[config.mk]
export PLATFORM = sky130hd
export DESIGN_NAME = link_health_sup
export DESIGN_NICKNAME = d
export VERILOG_FILES = /design/src/rtl/lhs_pkg.sv /design/src/rtl/lhs_datapath.sv /design/src/rtl/lhs_ctrl.sv /design/src/rtl/link_health_sup.sv
export SDC_FILE = /design/constraint.sdc
export NUM_CORES = 1
export LEC_CHECK = 0
export ABC_CLOCK_PERIOD_IN_PS = 5700
export BUFFER_PORTS_ARGS = -buffer_cell sky130_fd_sc_hd__buf_2
export CORE_UTILIZATION = 50
export CTS_CLUSTER_DIAMETER = 60
export CTS_CLUSTER_SIZE = 16
export DETAILED_ROUTE_END_ITERATION = 6
export GPL_TIMING_DRIVEN = 0
export PLACE_DENSITY_LB_ADDON = 0.1
export SYNTH_ARGS = -nofsm -noshare
export SYNTH_HDL_FRONTEND = slang
export SYNTH_SLANG_ARGS = --single-unit
[constraint.sdc]
create_clock -name clk -period 5.7 [get_ports clk]
set_clock_uncertainty 0.1 [all_clocks]
set_input_delay 0.285 -clock clk [delete_from_list [all_inputs] [get_ports clk]]
set_output_delay 0.285 -clock clk [all_outputs]
set_load 0.02 [all_outputs]
[src/rtl/lhs_pkg.sv]
package lhs_pkg;
  typedef enum logic [1:0] {
    ST_MON,
    ST_RST,
    ST_WAIT,
    ST_CHK
  } supState_t;

  typedef struct packed {
    logic ldOuter;
    logic decOuter;
    logic ldWait;
    logic decWait;
    logic ldDelay;
    logic decDelay;
  } ctrlStrobes_t;
endpackage

[src/rtl/lhs_datapath.sv]
module lhs_datapath
  import lhs_pkg::*;
#(
  parameter int DELAY_CYC   = 4,
  parameter int WAIT_TRIES  = 3,
  parameter int OUTER_TRIES = 2,
  parameter int CNT_W       = 32,
  parameter int THRESH      = 250
) (
  input  logic             clk,
  input  logic             rstN,
  input  ctrlStrobes_t     strobes,
  output logic             delayZero,
  output logic             waitLast,
  output logic             outerLast,
  input  logic             checkStrobe,
  input  logic             faultCheckEn,
  input  logic [CNT_W-1:0] localFaultCnt,
  input  logic [CNT_W-1:0] remoteFaultCnt,
  output logic             badLink
);
  localparam int DW = (DELAY_CYC > 1) ? $clog2(DELAY_CYC) : 1;
  localparam int WW = $clog2(WAIT_TRIES + 1);
  localparam int OW = $clog2(OUTER_TRIES + 1);
  localparam logic [CNT_W-1:0] TH = CNT_W'(THRESH);

  logic [DW-1:0] delayCnt;
  logic [WW-1:0] waitCnt;
  logic [OW-1:0] outerCnt;
  logic [CNT_W-1:0] prevLocal, prevRemote;
  logic [CNT_W-1:0] deltaLocal, deltaRemote;

  always_ff @(posedge clk or negedge rstN) begin
    if (!rstN) begin
      delayCnt <= '0;
      waitCnt  <= '0;
      outerCnt <= '0;
    end else begin
      if (strobes.ldDelay)       delayCnt <= DW'(DELAY_CYC - 1);
      else if (strobes.decDelay) delayCnt <= delayCnt - 1'b1;
      if (strobes.ldWait)        waitCnt <= WW'(WAIT_TRIES);
      else if (strobes.decWait)  waitCnt <= waitCnt - 1'b1;
      if (strobes.ldOuter)       outerCnt <= OW'(OUTER_TRIES);
      else if (strobes.decOuter) outerCnt <= outerCnt - 1'b1;
    end
  end

  assign delayZero = (delayCnt == '0);
  assign waitLast  = (waitCnt == WW'(1));
  assign outerLast = (outerCnt == OW'(1));

  // modular difference absorbs counter wrap
  assign deltaLocal  = localFaultCnt - prevLocal;
  assign deltaRemote = remoteFaultCnt - prevRemote;

  always_ff @(posedge clk or negedge rstN) begin
    if (!rstN) begin
      prevLocal  <= '0;
      prevRemote <= '0;
      badLink    <= 1'b0;
    end else if (checkStrobe) begin
      prevLocal  <= localFaultCnt;
      prevRemote <= remoteFaultCnt;
      badLink    <= faultCheckEn && ((deltaLocal > TH) || (deltaRemote > TH));
    end
  end

  p_wait_bound_r3: assert property (@(posedge clk) disable iff (!rstN)
    waitCnt <= WW'(WAIT_TRIES));
  p_outer_bound_r4: assert property (@(posedge clk) disable iff (!rstN)
    outerCnt <= OW'(OUTER_TRIES));
  p_bad_hold_r7: assert property (@(posedge clk) disable iff (!rstN)
    !checkStrobe |=> $stable(badLink));
  p_bad_quiet_r10: assert property (@(posedge clk) disable iff (!rstN)
    (checkStrobe && !faultCheckEn) |=> !badLink);
endmodule

[src/rtl/lhs_ctrl.sv]
module lhs_ctrl
  import lhs_pkg::*;
(
  input  logic         clk,
  input  logic         rstN,
  input  logic         statUp,
  input  logic         laneAligned,
  input  logic         delayZero,
  input  logic         waitLast,
  input  logic         outerLast,
  output ctrlStrobes_t strobes,
  output logic         linkUp,
  output logic         linkResetReq,
  output logic         recoverDone,
  output logic         recoverPass
);
  supState_t state, nextState;
  logic bothGood;

  assign bothGood = statUp && laneAligned;

  always_comb begin
    nextState = state;
    strobes   = '0;
    unique case (state)
      ST_MON: if (!bothGood) begin
        nextState       = ST_RST;
        strobes.ldOuter = 1'b1;
      end
      ST_RST: begin
        nextState       = ST_WAIT;
        strobes.ldWait  = 1'b1;
        strobes.ldDelay = 1'b1;
      end
      ST_WAIT: if (delayZero) nextState = ST_CHK;
               else strobes.decDelay = 1'b1;
      ST_CHK: begin
        if (bothGood) nextState = ST_MON;
        else if (!waitLast) begin
          nextState       = ST_WAIT;
          strobes.decWait = 1'b1;
          strobes.ldDelay = 1'b1;
        end else if (!outerLast) begin
          nextState        = ST_RST;
          strobes.decOuter = 1'b1;
        end else nextState = ST_MON;
      end
      default: nextState = ST_MON;
    endcase
  end

  always_ff @(posedge clk or negedge rstN) begin
    if (!rstN) begin
      state       <= ST_MON;
      linkUp      <= 1'b0;
      recoverDone <= 1'b0;
      recoverPass <= 1'b0;
    end else begin
      state       <= nextState;
      recoverDone <= 1'b0;
      case (state)
        ST_MON: linkUp <= bothGood;
        ST_CHK: begin
          linkUp <= bothGood;
          if (bothGood || (waitLast && outerLast)) begin
            recoverDone <= 1'b1;
            recoverPass <= bothGood;
          end
        end
        default: linkUp <= 1'b0;
      endcase
    end
  end

  assign linkResetReq = (state == ST_RST);

  p_up_needs_both_r1: assert property (@(posedge clk) disable iff (!rstN)
    $rose(linkUp) |-> $past(statUp && laneAligned));
  p_req_after_drop_r2: assert property (@(posedge clk) disable iff (!rstN)
    (state == ST_MON && !bothGood) |=> (linkResetReq && !linkUp));
  p_req_single_r2: assert property (@(posedge clk) disable iff (!rstN)
    linkResetReq |=> !linkResetReq);
  p_done_single_r5: assert property (@(posedge clk) disable iff (!rstN)
    recoverDone |=> !recoverDone);
  p_pass_up_r5: assert property (@(posedge clk) disable iff (!rstN)
    recoverDone |-> (recoverPass == linkUp));
endmodule

[src/rtl/link_health_sup.sv]
module link_health_sup
  import lhs_pkg::*;
#(
  parameter int DELAY_CYC   = 4,
  parameter int WAIT_TRIES  = 3,
  parameter int OUTER_TRIES = 2,
  parameter int CNT_W       = 32,
  parameter int THRESH      = 250
) (
  input  logic             clk,
  input  logic             rstN,
  input  logic             statUp,
  input  logic             laneAligned,
  input  logic             checkStrobe,
  input  logic             faultCheckEn,
  input  logic [CNT_W-1:0] localFaultCnt,
  input  logic [CNT_W-1:0] remoteFaultCnt,
  output logic             linkUp,
  output logic             linkResetReq,
  output logic             recoverDone,
  output logic             recoverPass,
  output logic             badLink
);
  ctrlStrobes_t strobes;
  logic delayZero, waitLast, outerLast;

  lhs_ctrl i_ctrl (
    .clk(clk), .rstN(rstN), .statUp(statUp), .laneAligned(laneAligned),
    .delayZero(delayZero), .waitLast(waitLast), .outerLast(outerLast),
    .strobes(strobes), .linkUp(linkUp), .linkResetReq(linkResetReq),
    .recoverDone(recoverDone), .recoverPass(recoverPass)
  );

  lhs_datapath #(
    .DELAY_CYC(DELAY_CYC), .WAIT_TRIES(WAIT_TRIES), .OUTER_TRIES(OUTER_TRIES),
    .CNT_W(CNT_W), .THRESH(THRESH)
  ) i_datapath (
    .clk(clk), .rstN(rstN), .strobes(strobes), .delayZero(delayZero),
    .waitLast(waitLast), .outerLast(outerLast), .checkStrobe(checkStrobe),
    .faultCheckEn(faultCheckEn), .localFaultCnt(localFaultCnt),
    .remoteFaultCnt(remoteFaultCnt), .badLink(badLink)
  );
endmodule

# == Word level (Yosys, flattened, before mapping) ==
# Index checks and enable logic that the tools add are counted.
# totals
elab_cells,65
regBits,76
# classes
eq_ne,7
n_reduce_logical,13
addsub,5
mux,28
n_lt_le_gt_ge,2
# ops
operator,count
$gt 32x8->1 const B,2
$sub 32x32->32,2
$mux 2,12
$mux 1,14
$pmux 2 s4,1
$eq 2x1->1 const B,3
$reduce_bool 2->1,3
$sub 2x1->2 const B,3
$eq 2x2->1 const B,2
$logic_not 2->1,2
$ne 2x2->1 const B,2
$reduce_and 2->1,2
$logic_and 1x1->1,3
$logic_or 1x1->1,2
$pmux 1 s2,1
$reduce_or 2->1,1

# == Depth between registers and ports, before layout ==
# depth
depth_word,7
ltp_mapped,14
depth_no_buf,14

# == By module ==
# Synthesis repeated with hierarchy kept, for this count alone.
# unflattened
hier_cells,1000
hier_area_um2,7626.1
# by_module_without_submodules
mod,area_each_um2,cells_each,instances
lhs_datapath,7293.2,969,1
lhs_ctrl,332.8,31,1

# == Worst setup path before layout ==
# OpenSTA, ideal clock, no wires.
# synth_timing
kind,input to register
from,input port remoteFaultCnt[0]
to,register i_datapath.badLink
arrival_time_ps,3252
setup_ps,123
path_slack_ps,2224
stages,14
path_buffers,0
required_ps,5477
cell_sequence,inv_1 ha_1 inv_1 fa_1 a211oi_2 o211ai_1 a211o_1 a211oi_1 o21ai_0 a221o_1 or4_1 or4_1 nor4_2 nor2_1
# synth_via
elab_chain_len,4
# synth_lines
element,line_no,rtl
"start, declared",link_health_sup.sv:17,"input logic [CNT_W-1:0] remoteFaultCnt,"
$sub 32x32->32,lhs_datapath.sv:54,assign deltaRemote = remoteFaultCnt - prevRemote;
$gt 32x8->1,lhs_datapath.sv:64,badLink <= faultCheckEn && ((deltaLocal > TH) || (deltaRemote > TH));
$logic_or 1x1->1,lhs_datapath.sv:64,
$logic_and 1x1->1,lhs_datapath.sv:64,
"end signal, assigned",lhs_datapath.sv:64,
"end, declared",lhs_datapath.sv:20,output logic badLink
# No other way between the ends.
# A chain may end at the register's enable or synchronous reset.

# == Worst setup path after layout ==
# layout_timing
from,register i_datapath.prevRemote[0]
to,register i_datapath.badLink
# layout_via
elab_chain_len,4
# layout_lines
element,line_no,rtl
"start, declared",lhs_datapath.sv:30,"logic [CNT_W-1:0] prevLocal, prevRemote;"
"start signal, assigned",lhs_datapath.sv:63,prevRemote <= remoteFaultCnt;
$sub 32x32->32,lhs_datapath.sv:54,
$gt 32x8->1,lhs_datapath.sv:64,
$logic_or 1x1->1,lhs_datapath.sv:64,
$logic_and 1x1->1,lhs_datapath.sv:64,
# No other way between the ends.

==> key figures <==
Floorplan
  – Starting Density: 52.01%
  – Core Region: 14040 um^2
  – I/O pin cnt: 75
  – DIE AREA: between 15000 and 20000 um^2
  – Die Wd: 122.9 um
  – Chip Height: 122.9 um
  – Core Rows: 43

Clocking
  – CTS root buffer: clkbuf_16
  – Sinks on Clock Net: 76
  – Clock slew at reported path FFs: ~0.070 ns
  – CTS-repair resized insts: 0
  – Skew-Pair Late Insertion Delay: between 0.3 and 0.4 ns
  – Total CTS buffers: 9
  – Worst-case clock buffer depth: 2
  – TritonCTS clock tree: done
  – H-tree Lvls: 3

STA
  – Relative slew slack: 54.59%
  – Worst-margin pin slew: 0.6812 ns
  – Fin crit period: 4.162 ns
  – Fin. max-slew vios: 0
  – Highest clock rate: 240.3 MHz
  – Final Hold Fails: 0
  – Final worst path period share: 73.01%
  – Setup Viol. Count Final: 0
  – Unrepaired setup endpoints after global routing: false
  – Setup TNS: 0 ns
  – Final hold slack: slightly above 0.06 ns

Global routing
  – GRT overflow: 0
  – Tot GR Track Use: 27.02%
  – Largest net degree at the start of global routing: 40
  – Vias in the first global route: 6627
  – First-pass GRT wire length: 32130 um
  – Initial antenna violation count: 0

Power
  – Total power: 2.262 mW
  – Pwr dens: 274.1 nW/um^2
  – Static leakage: 3.774 nW
  – Worst VDD drop: 0.2059 mV

Logic synthesis
  – Top cells by count, synth: nand2_1, o21ai_0, inv_1, a21oi_1, dfrtp_1
  – Netlist Area Pre-Place: 7303 um^2
  – Top cell type's share of synthesized area: 26.04%
  – Post-synth net total: between 1000 and 1500
  – Yosys cell types: 73
  – Syn avg cell area: 7.576 um^2
  – Async set-or-reset flop fraction in the synthesized netlist: 100.0%
  – Synth area leaders: dfrtp_1, ha_1, o21ai_0
  – Post-synth EDFFs: 0
  – YS warnings: 0
  – Cells after synthesis: 964
  – Post-synthesis sequential area ratio: 26.04%
  – Ys flop type: dfrtp_1
  – Synthesis-stage register bit count: 76
  – Most frequent cell after synthesis: nand2_1
  – Cell taking the most area after synthesis: dfrtp_1

Placement
  – GP Congestion: slightly above 0.9
  – PortBufs: 73
  – Placed instance area: 7916 um^2
  – Placed Instances: 1218
  – DP Wirelength: 15460 um

Status
  – Outcome: completed

Job
  – Max-cap violations: 0

Routing
  – Routed length per instance: 15.85 um
  – Vias: 7203
  – Iter 0 DRT Violations: approximately 550
  – Post-Route WL: approximately 20000 um
  – Antenna viol nets, final: 0
  – Via-to-Cell Ratio: 5.837
  – First-pass DRT Iterations: 5
  – Drt drc: 0

Final layout
  – NumNets Final: about 1200
  – Synthesis-to-finish area growth: 12.99%
  – Final non-filler cell total: around 1200
  – # fillers: 1392
  – Share of layout cells above drive strength 1: 12.05%
  – Antenna Cells: 0
  – Final instance area: 8252 um^2

Setup path
  – Setup crit end kind: register
  – Startpoint Class: register
  – CP arrival: 4.29 ns
  – Critical path fanouts, max: 3
  – Setup CP Type: reg -> reg
  – Req. time, crit path: 5.83 ns

Worst hold path
  – Hold WC Path Type: in -> reg
path summary, 6_finish.rpt:
kind | startpoint | endpoint | slack [ns] | depth (start not counted)
worst min register to register | i_ctrl.recoverPass | i_ctrl.recoverPass | 0.39 | 1
worst min-delay path | remoteFaultCnt[5] | i_datapath.prevRemote[5] | 0.06 | 3
max in group asynchronous | rstN | i_datapath.prevLocal[25] | 4.54 | 3
min in group asynchronous | rstN | i_datapath.prevRemote[5] | 0.35 | 2
worst max register to register | i_datapath.prevRemote[0] | i_datapath.badLink | 1.54 | 13
worst max-delay path | i_datapath.prevRemote[0] | i_datapath.badLink | 1.54 | 13
metal layers:
metal | vias up | global-route usage (%) | wire length (um)
li1 | 3641 | - | -
met1 | 3332 | 36.97 | 9421
met2 | 202 | 43.68 | 8737
met3 | 28 | 3.950 | 976
met4 | 0 | 8.384 | 431
met5 | - | 0 | 0
timing repair:
item,in CTS,in global routing
hold buffers,1,0
setup buffers,0,0
hold endpoints to repair,38,0
registers in the layout, summed over array words and instances, names as in the netlist:
| register | count |
|---|---|
| i_ctrl.linkUp | 1 |
| i_datapath.badLink | 1 |
| i_ctrl.state | 2 |
| i_ctrl.recoverDone | 1 |
| i_datapath.prevRemote | 32 |
| i_datapath.waitCnt | 2 |
| i_datapath.delayCnt | 2 |
| i_datapath.outerCnt | 2 |
| i_ctrl.recoverPass | 1 |
| i_datapath.prevLocal | 32 |
per-stage QoR:
| step | worst slack (ns) | util (%) |
|---|---|---|
| finish | 1.538 | 58.76 |
| global route | 1.353 | 58.76 |
| CTS | 1.573 | 58.76 |
| detailed placement | 1.497 | 56.38 |
| global placement | 1.535 | 56.21 |
| floorplan | 2.224 | - |
power breakdown:
part / internal, mW / switching (mW) / leakage (nW)
Sequential: 0.611 / 0.0320 / 0.910
Clock: 0.404 / 0.232 / 0.158
Combinational: 0.381 / 0.602 / 2.71
Total: 1.40 / 0.866 / 3.77
cell type report:
class	instances	area, um^2	share of cell area, %
plain buffers	40	185.2	2.244
clock buffers	11	252.7	3.063
multi-input cells	757	4875	59.08
well taps	180	225.2	2.729
flip-flops and latches	76	1902	23.05
clock inverters	4	72.57	0.8795
repair buffers	75	397.9	4.822
inverters	91	341.6	4.140
placed cells by master, fill, tap and decap left out, types with 4 or more instances in the layout:
| cell | Yosys | routed |
|---|---|---|
| inv_1 | 91 | 91 |
| mux2i_1 | 11 | 11 |
| buf_4 | 7 | 8 |
| xnor2_1 | 19 | 19 |
| mux2_2 | 5 | 5 |
| buf_2 | 6 | 78 |
| and3_2 | 4 | 4 |
| nor3_1 | 24 | 24 |
| o31ai_1 | 7 | 7 |
| nor2_1 | 66 | 66 |
| xor2_1 | 9 | 9 |
| o2111ai_1 | 6 | 6 |
| a211o_1 | 9 | 9 |
| clkbuf_1 | 26 | 26 |
| or4_1 | 8 | 8 |
| nand2_1 | 121 | 121 |
| nor3b_1 | 6 | 6 |
| a21o_1 | 10 | 10 |
| ha_1 | 70 | 70 |
| a211oi_1 | 17 | 17 |
| o21bai_1 | 5 | 5 |
| a21oi_1 | 84 | 84 |
| a21boi_0 | 7 | 7 |
| nor4_1 | 7 | 7 |
| and2_1 | 4 | 4 |
| nand3_1 | 29 | 29 |
| clkbuf_16 | 0 | 9 |
| dfrtp_1 | 76 | 76 |
| nor2b_1 | 7 | 7 |
| a31oi_1 | 7 | 7 |
| o211ai_1 | 14 | 14 |
| o21ai_0 | 105 | 105 |
| nand2b_1 | 9 | 9 |
| o21a_1 | 7 | 7 |
| nand4_1 | 15 | 15 |
logic make-up (layout without fill, tap and decap cells):
| logic type | Yosys count | in the layout | synth area share (%) |
|---|---|---|---|
| AND/OR/NAND/NOR | 323 | 323 | 21.36 |
| AO/OA/AOI/OAI | 318 | 318 | 27.21 |
| buffers and inverters | 131 | 221 | 7.213 |
| flip-flops | 76 | 76 | 26.04 |
| adder cells (fa/ha/maj) | 72 | 72 | 12.54 |
| XOR/XNOR | 28 | 28 | 3.358 |
| multiplexers | 16 | 16 | 2.279 |
worst max-delay path, cell delays in order, from the launching register on:
cell	delay [ns]
dfrtp_1	0.34
ha_1	0.16
inv_1	0.05
fa_1	0.42
a211oi_2	0.29
o211ai_1	0.20
a211o_1	0.34
a211oi_1	0.38
o21ai_0	0.30
a221o_1	0.39
or4_1	0.39
or4_1	0.42
nor4_2	0.19
nor2_1	0.06
(Power assumes the default switching activity.)
